`src/rtl/pand_pkg.sv`:
```
package pand_pkg;
  typedef enum logic [1:0] {
    MODE_PLAIN   = 2'd0,
    MODE_MIN_GAP = 2'd1,
    MODE_MAX_GAP = 2'd2
  } gap_mode_e;

  typedef enum logic [1:0] {
    ST_IDLE    = 2'd0,
    ST_ARMED   = 2'd1,
    ST_BLOCKED = 2'd2,
    ST_FIRED   = 2'd3
  } pand_state_e;
endpackage

```
`src/rtl/pand_gap_counter.sv`:
```
module pand_gap_counter #(
  parameter int LIMIT = 5,
  parameter int CW    = 3
) (
  input  logic          clk_i,
  input  logic          rst_ni,
  input  logic          load_i,
  input  logic          inc_i,
  output logic [CW-1:0] count_o
);
  logic [CW-1:0] cnt_q;

  // load_i marks the first tick with a high, so the count starts at one
  always_ff @(posedge clk_i or negedge rst_ni) begin
    if (!rst_ni)                           cnt_q <= '0;
    else if (load_i)                       cnt_q <= CW'(1);
    else if (inc_i && cnt_q != CW'(LIMIT)) cnt_q <= cnt_q + CW'(1);
  end

  assign count_o = cnt_q;
endmodule

```
`src/rtl/pand_gap_qual.sv`:
```
module pand_gap_qual
  import pand_pkg::*;
#(
  parameter gap_mode_e MODE      = MODE_MIN_GAP,
  parameter int        GAP_TICKS = 4,
  parameter int        CW        = 3
) (
  input  logic [CW-1:0] count_i,
  output logic          ok_o
);
  generate
    if (MODE == MODE_MIN_GAP) begin : g_min
      assign ok_o = count_i >= CW'(GAP_TICKS);
    end else if (MODE == MODE_MAX_GAP) begin : g_max
      assign ok_o = count_i <= CW'(GAP_TICKS);
    end else begin : g_plain
      logic unused_count;
      assign unused_count = ^count_i;
      assign ok_o = 1'b1;
    end
  endgenerate
endmodule

```
`src/rtl/pand_fsm.sv`:
```
module pand_fsm
  import pand_pkg::*;
(
  input  logic clk_i,
  input  logic rst_ni,
  input  logic a_i,
  input  logic b_i,
  input  logic gap_ok_i,
  output logic load_o,
  output logic inc_o,
  output logic fired_o
);
  pand_state_e state_q, state_d;
  logic        fired_q;

  always_comb begin
    state_d = state_q;
    unique case (state_q)
      ST_IDLE: begin
        if (a_i && !b_i) state_d = ST_ARMED;
        else if (b_i)    state_d = ST_BLOCKED;
      end
      ST_ARMED: begin
        if (!a_i)     state_d = b_i ? ST_BLOCKED : ST_IDLE;
        else if (b_i) state_d = gap_ok_i ? ST_FIRED : ST_BLOCKED;
      end
      ST_BLOCKED: begin
        if (!a_i && !b_i) state_d = ST_IDLE;
      end
      ST_FIRED: begin
        if (!a_i && !b_i)      state_d = ST_IDLE;
        else if (!(a_i && b_i)) state_d = ST_BLOCKED;
      end
      default: state_d = ST_IDLE;
    endcase
  end

  assign load_o = (state_q == ST_IDLE)  && a_i && !b_i;
  assign inc_o  = (state_q == ST_ARMED) && a_i && !b_i;

  always_ff @(posedge clk_i or negedge rst_ni) begin
    if (!rst_ni) begin
      state_q <= ST_IDLE;
      fired_q <= 1'b0;
    end else begin
      state_q <= state_d;
      fired_q <= (state_d == ST_FIRED);
    end
  end

  assign fired_o = fired_q;
endmodule

```
`src/rtl/pand_window_detector.sv`:
```
module pand_window_detector
  import pand_pkg::*;
#(
  parameter gap_mode_e MODE      = MODE_MIN_GAP,
  parameter int        GAP_TICKS = 4
) (
  input  logic clk_i,
  input  logic rst_ni,
  input  logic a_i,
  input  logic b_i,
  output logic fired_o
);
  // one step past the threshold so that "more than T" stays visible
  localparam int LIMIT = GAP_TICKS + 1;
  localparam int CW    = $clog2(LIMIT + 1);

  logic          load, inc, gap_ok;
  logic [CW-1:0] gap_cnt;

  pand_gap_counter #(.LIMIT(LIMIT), .CW(CW)) u_cnt (
    .clk_i   (clk_i),
    .rst_ni  (rst_ni),
    .load_i  (load),
    .inc_i   (inc),
    .count_o (gap_cnt)
  );

  pand_gap_qual #(.MODE(MODE), .GAP_TICKS(GAP_TICKS), .CW(CW)) u_qual (
    .count_i (gap_cnt),
    .ok_o    (gap_ok)
  );

  pand_fsm u_fsm (
    .clk_i    (clk_i),
    .rst_ni   (rst_ni),
    .a_i      (a_i),
    .b_i      (b_i),
    .gap_ok_i (gap_ok),
    .load_o   (load),
    .inc_o    (inc),
    .fired_o  (fired_o)
  );
endmodule

```
`config.mk`:
```
export PLATFORM = sky130hd
export DESIGN_NAME = pand_window_detector
export DESIGN_NICKNAME = d
export VERILOG_FILES = /design/src/rtl/pand_pkg.sv /design/src/rtl/pand_gap_counter.sv /design/src/rtl/pand_gap_qual.sv /design/src/rtl/pand_fsm.sv /design/src/rtl/pand_window_detector.sv
export SDC_FILE = /design/constraint.sdc
export NUM_CORES = 1
export LEC_CHECK = 0
export ABC_AREA = 1
export BUFFER_PORTS_ARGS = -buffer_cell sky130_fd_sc_hd__buf_4
export CAP_MARGIN = 15
export CORE_AREA = 5 5 42 44
export DETAILED_ROUTE_END_ITERATION = 10
export DIE_AREA = 0 0 47 49
export SLEW_MARGIN = 20
export SYNTH_ARGS = -nofsm -noshare
export SYNTH_HDL_FRONTEND = slang
export SYNTH_SLANG_ARGS = --single-unit
```
`constraint.sdc`:
```
create_clock -name clk_i -period 2.02 [get_ports clk_i]
set_input_delay 0.303 -clock clk_i [delete_from_list [all_inputs] [get_ports clk_i]]
set_output_delay 0.303 -clock clk_i [all_outputs]
set_load 0.03 [all_outputs]
```
==> results of run 1 <==
## power by group through the flow
stage / logic (µW) / clock network [µW] / registers [µW]
2_1_floorplan: 27.9 / 0 / 139
3_3_place_gp: 44.0 / 0 / 139
3_5_place_dp: 45.2 / 0 / 139
4_1_cts: 46.9 / 110 / 138
5_1_grt: 55.1 / 120 / 139
6_report: 45.5 / 103 / 138
## logic make-up (layout without fill, tap and decap cells)
kind of cell             after synthesis  count (layout)  synth area share [%]
AND/OR/NAND/NOR                       28              28                  35.8
buffers and inverters                 12              20                  12.6
flip-flops                             6               6                  42.1
adder cells (fa/ha/maj)                2               2                  7.02
XOR/XNOR                               1               1                  2.46
## layout by cell type (no fill, tap or decap), drive strengths merged
cell type / n
xor2: 1
clkbuf: 3
nand2: 15
nor2: 7
dfrtp: 6
buf: 4
inv: 12
nand3: 6
dlygate4sd3: 1
ha: 2
## cell usage after synthesis
| cell | instances | area [µm²] |
|---|---|---|
| dfrtp_1 | 6 | 150 |
| ha_1 | 2 | 25.0 |
| inv_1 | 12 | 45.0 |
| nand2_1 | 13 | 48.8 |
| nand2_2 | 2 | 12.5 |
| nand3_1 | 6 | 30.0 |
| nor2_1 | 3 | 11.3 |
| nor2_2 | 4 | 25.0 |
| xor2_1 | 1 | 8.76 |
## state kept, by name, indices dropped and copies added, names as in the netlist
| name | cells |
|---|---|
| u_cnt.count_o | 3 |
| u_fsm.state_q | 2 |
| u_fsm.fired_o | 1 |
## final timing paths
check / from / slack, ps / to / cells past startpoint
setup / recovery: u_cnt.count_o[0] / 870 / u_cnt.count_o[2] / 6
hold / removal: b_i / 330 / u_fsm.state_q[1] / 3
setup reg to reg: u_cnt.count_o[0] / 870 / u_cnt.count_o[2] / 6
hold reg to reg: u_cnt.count_o[1] / 540 / u_cnt.count_o[1] / 2
max in group asynchronous: rst_ni / 1500 / u_fsm.state_q[1] / 2
min in group asynchronous: rst_ni / 410 / u_cnt.count_o[0] / 2
## metal layers
| metal | GRT usage, % | part of all wire (%) | up-vias |
|---|---|---|---|
| met2 | 7.92 | 42 | 4 |
| met1 | 9.44 | 53 | 122 |
| met5 | 0 | 0 | - |
| met3 | 2.58 | 5.1 | 0 |
| li1 | - | - | 158 |
| met4 | 6.91 | 0 | 0 |
## metrics by stage
stage | hold WS (ps) | area [µm²] | cells | utilization [%]
final | 325 | 439 | 73 | 31.3
after floorplan | 7.41 | 357 | 49 | -
after CTS | 319 | 439 | 73 | 31.3
after global placement | 110 | 407 | 69 | 29.0
after global routing | 324 | 439 | 73 | 31.3
after detailed placement | 110 | 407 | 69 | 29.0
## final cells by class
class	instances	area [µm²]	area share, %
clock buffers	3	22.5	5.13
multi-input cells	31	161	36.8
flip-flops and latches	6	150	34.2
repair buffers	5	40.0	9.12
inverters	12	45.0	10.3
well taps	16	20.0	4.56
## worst max-delay path: cells and delay by family, from the launching register on
kind,cells,cell delay [ps]
DFF,1,410
and+or+nand+nor,5,470
adders and majority gates,1,220
==> reports/results.ini, run 1 <==
[outcome]
status=finished clean

[cells_and_area]
drive_above_1_share_pct=22.8
final_nets=65
num_antenna_cells=0
fill_cells=165
area.growth.synth_to_final_pct=23.2

[cts]
cts_buffer_depth=2
htree_levels=1
clkTransAtPathRegs_ps=40
insertion_delay_ps=230
root_buffer=clkbuf_4
cts_setup_buffers=0
tritoncts=done
post_cts_resized=0
cts_sinks=6
cts_hold_buf=1
cts_made_buffers=3

[worst_setup_path]
path_max_fanout=4
max_stage_delay_ps=410
slowest_stage=dfrtp_1
required_ps=2190
worst_path_most_repeated_cell=nand2_1
criticalPathCategory=flop to flop
cp-end-kind=flop
critPathArrivalTime_ps=1330
path_cells=ha_1 > nand2_1 > nand2_1 > nor2_1 > nand3_1 > nand2_1
startpoint_type=flop

[detailed_routing]
wl_per_cell_um=7.81
dr.pass1.iters=2
drtAntennaViolNets=0
vias=284
drt_wl_total_um=570
drc=0
routed_via_density=3.89
drtIter0Drc=1

[timing]
fin_ws_ps=866
rsz0062_at_grt=no
fin_crit_ps=1150
finalSetupViolations=0
finClkSkew_ps=1.09
fmax_mhz=866
setup_tns_ps=0
tightest_slew_ps=192
period_share_pct=57.1
finalMaxSlewViolations=0
hold_violations=0
relSlewSlack_pct=87.2

[synthesis]
netlist_instances=49
ys_types=9
avgSynthCellArea_um2=7.28
netlist_area_um2=357
ys_ff_latch=6
ys_warn_count=0
ys_seq_area_share_pct=42.1
mappedNetlistNets=55

[die]
initial_core_util_pct=25.4
core_area_um2=1400
ioPinCount=5
rows=14
die_w_um=47
dieArea_um2=2300
die_h_um=49

[placement]
io_buffers=4
place_hpwl_um=465
place_ws_ps=871
gp_congestion=0.667

[power_and_ir_drop]
power_density_nw_per_um2=652
p_leak_uw=0.000266
power.total_uw=286
power_frac_seq_pct=48.1
pwr-share-clk_pct=36.0
netSwitchingFraction_pct=24.5
power_frac_comb_pct=15.9
p_sw_uw=70.2
peakVddDrop_mv=0.314
internal_power_uw=216

[grt]
grt_pass1_wl_mm=1.12
grt_pass1_vias=263
grt_usage_pct=7.02
grt_overflow=0
grt_max_degree=7
antenna_found_initial=0

[job]
cap_violations=0

[worst_hold_path]
hp-class=input pin to flop

Power figures use the tool's default switching activity.
==> inputs of run 2 (changes only) <==
ABC_AREA = 0   (was 1)
clock period = 1.2 ns   (was 2.02 ns; I/O delays follow)
==> run 2 against run 1 <==
  * Sequential share of layout area is 2.7 points higher
  * Hold slack worse by 150 ps
  * Combinational power is 110% higher
  * Critical path depth is 2 lower
  * Core utilization is 2.3 points lower
  * Fmax is 2.4% higher
  * Count of clock-buffer cells in the layout stayed put
  * Via count is 16% lower
  * Clock skew is 0.77 ps higher
  * Synthesized cell count is 45% lower
  * Largest cell class unchanged
==> reports/results.ini, run 2 <==
[cells_and_area]
final_nets=45  ; -31%
largest_reg_flops=3  ; unchanged
utilization_pct=29.0  ; -2.3 points
drive_above_1_share_pct=32.4  ; +9.6 points
fill_cells=154  ; -6.7%
num_antenna_cells=0  ; unchanged
mostFrequentLayoutCells=buf_4, dfrtp_1, o21ai_0, a21oi_1, clkbuf_4
area.growth.synth_to_final_pct=31.6
finalNonFillerCells=53  ; -27%

[synthesis]
netlist_area_um2=309  ; -13%
ys_ff_latch=6  ; unchanged
synthTopCellsByArea=dfrtp_1, ha_1, nor3b_4
post-synth-top-area-cell=dfrtp_1
synth_ff_type=dfrtp_1
avgSynthCellArea_um2=11.4  ; +57%
netlist_instances=27  ; -45%
ys_seq_area_share_pct=48.6  ; +6.5 points
ys_types=16  ; +7
synthArstFlopShare_pct=100  ; unchanged
synth_edf_count=0  ; unchanged
synthTopCellsByCount=dfrtp_1, a21oi_1, o21ai_0, ha_1, inv_1
mappedNetlistNets=33  ; -40%
ys_warn_count=0  ; unchanged
yosysMostFrequentCell=dfrtp_1
yosysTopAreaCellShare_pct=48.6  ; +6.5 points

[timing]
fin_crit_ps=1130  ; -27.4 ps
setup_tns_ps=0  ; unchanged
rsz0062_at_grt=no
relSlewSlack_pct=84.8  ; -2.4 points
fin_ws_ps=73.3  ; -793 ps
hold_violations=0  ; unchanged
tightest_slew_ps=228  ; +36.3 ps
period_share_pct=93.9  ; +37 points
finalSetupViolations=0  ; unchanged
fmax_mhz=888  ; +2.4%
finalMaxSlewViolations=0  ; unchanged
finClkSkew_ps=1.86  ; +0.770 ps

[die]
die_h_um=49  ; unchanged
ioPinCount=5  ; unchanged
rows=14  ; unchanged
die_w_um=47  ; unchanged
dieArea_um2=2300  ; unchanged
core_area_um2=1400  ; unchanged
initial_core_util_pct=22.1  ; -3.4 points

[worst_setup_path]
path_max_fanout=5  ; +1
regToRegStartpoint=u_cnt.count_o[0]
max_stage_delay_ps=410  ; about the same
r2r_cells=4  ; -2
critPathArrivalTime_ps=1250  ; -80 ps
r2r-end=u_cnt.count_o[1]
startpoint_type=flop
slowest_stage=dfrtp_1
critical_path_buf_inv_count=0  ; unchanged
crit_family=flip-flops
criticalPathCategory=flop to flop
r2r_slack_ps=70  ; -790 ps
cp-end-kind=flop
required_ps=1330  ; -860 ps
path_cells=ha_1 > nand3_1 > a21oi_1 > a31o_1

[grt]
grt_pass1_vias=222  ; -16%
grt_usage_pct=6.17  ; -0.85 points
grt_pass1_wl_um=945  ; -16%
grt_max_degree=8  ; +1
antenna_found_initial=0  ; unchanged
grt_overflow=0  ; unchanged

[cts]
cts_setup_buffers=0  ; unchanged
cts_buffer_depth=2  ; unchanged
cts_sinks=6  ; unchanged
htree_levels=1  ; unchanged
root_buffer=clkbuf_4
post_cts_resized=0  ; unchanged
cts_hold_buf=1  ; unchanged
cts_made_buffers=3  ; unchanged
clkTransAtPathRegs_ps=50  ; about the same
tritoncts=done
insertion_delay_ps=240  ; about the same

[detailed_routing]
wl_per_cell_um=10.4  ; +33%
drtAntennaViolNets=0  ; unchanged
drc=0  ; unchanged
routed_via_density=4.49  ; +15%
vias=238  ; -16%
drt_wl_total_um=549  ; -3.7%
drtIter0Drc=1  ; unchanged
dr.pass1.iters=2  ; unchanged

[worst_hold_path]
whs_path_depth=2  ; -1
hp-start=a_i
hp-class=input pin to flop
hold_end=u_fsm.state_q[0]

[power_and_ir_drop]
p_leak_uw=0.000177  ; -33%
power_density_nw_per_um2=1310  ; +100%
peakVddDrop_mv=0.578  ; +84%

[job]
cap_violations=0  ; unchanged

[placement]
place_ws_ps=78.2  ; -793 ps
io_buffers=4  ; unchanged
dp_cells=49  ; -29%
place_hpwl_um=434  ; -6.7%
gp_congestion=0.656  ; -1.6%

[outcome]
status=finished clean

==> run 2: final cells by class <==
cell class                 count  area [µm²]  area share, %
timing repair buffer           7        55.1           13.5
sequential                     6         150           36.9
inverter                       2        7.51           1.85
multi-input combinational     19         151           37.2
tap                           16        20.0           4.92
clock buffer                   3        22.5           5.54
==> run 2: stage by stage <==
step / hold slack [ps] / cell area [µm²] / total power (µW)
finish: 178 / 407 / 531
floorplan: -116 / 309 / 312
CTS: 172 / 407 / 544
global route: 177 / 407 / 580
detailed placement: -5.22 / 374 / 352
global placement: -9.15 / 374 / 348
==> run 2: routing by layer <==
layer,GRT usage [%],vias to the layer above,share of wire [%]
met5,0,-,0
li1,-,123,-
met4,5.53,0,0
met2,7.69,5,49
met3,2.21,0,4.6
met1,7.87,110,47
==> run 2: worst max-delay path by stage <==
stage,start,to,slack [ps],cells past startpoint
after global placement,u_cnt.count_o[0],u_cnt.count_o[1],70,4
after CTS,u_cnt.count_o[0],u_cnt.count_o[1],70,4
after floorplan,u_cnt.count_o[0],u_cnt.count_o[1],130,4
after global routing,u_cnt.count_o[0],u_cnt.count_o[1],4,4
after detailed placement,u_cnt.count_o[0],u_cnt.count_o[1],80,4
final,u_cnt.count_o[0],u_cnt.count_o[1],70,4
==> run 2: where the power goes <==
part,internal (µW),switching [µW],total (µW)
sequential,225,29.7,255
combinational,47.6,46.2,93.8
clock,113,69.1,182
==> run 2: logic make-up after synthesis <==
| family | count (synthesis) | synth area share [%] |
|---|---|---|
| flip-flops | 6 | 48.6 |
| buffers and inverters | 2 | 2.43 |
| AO/OA/AOI/OAI | 12 | 27.1 |
| adder cells (fa/ha/maj) | 2 | 8.10 |
| AND/OR/NAND/NOR | 5 | 13.8 |
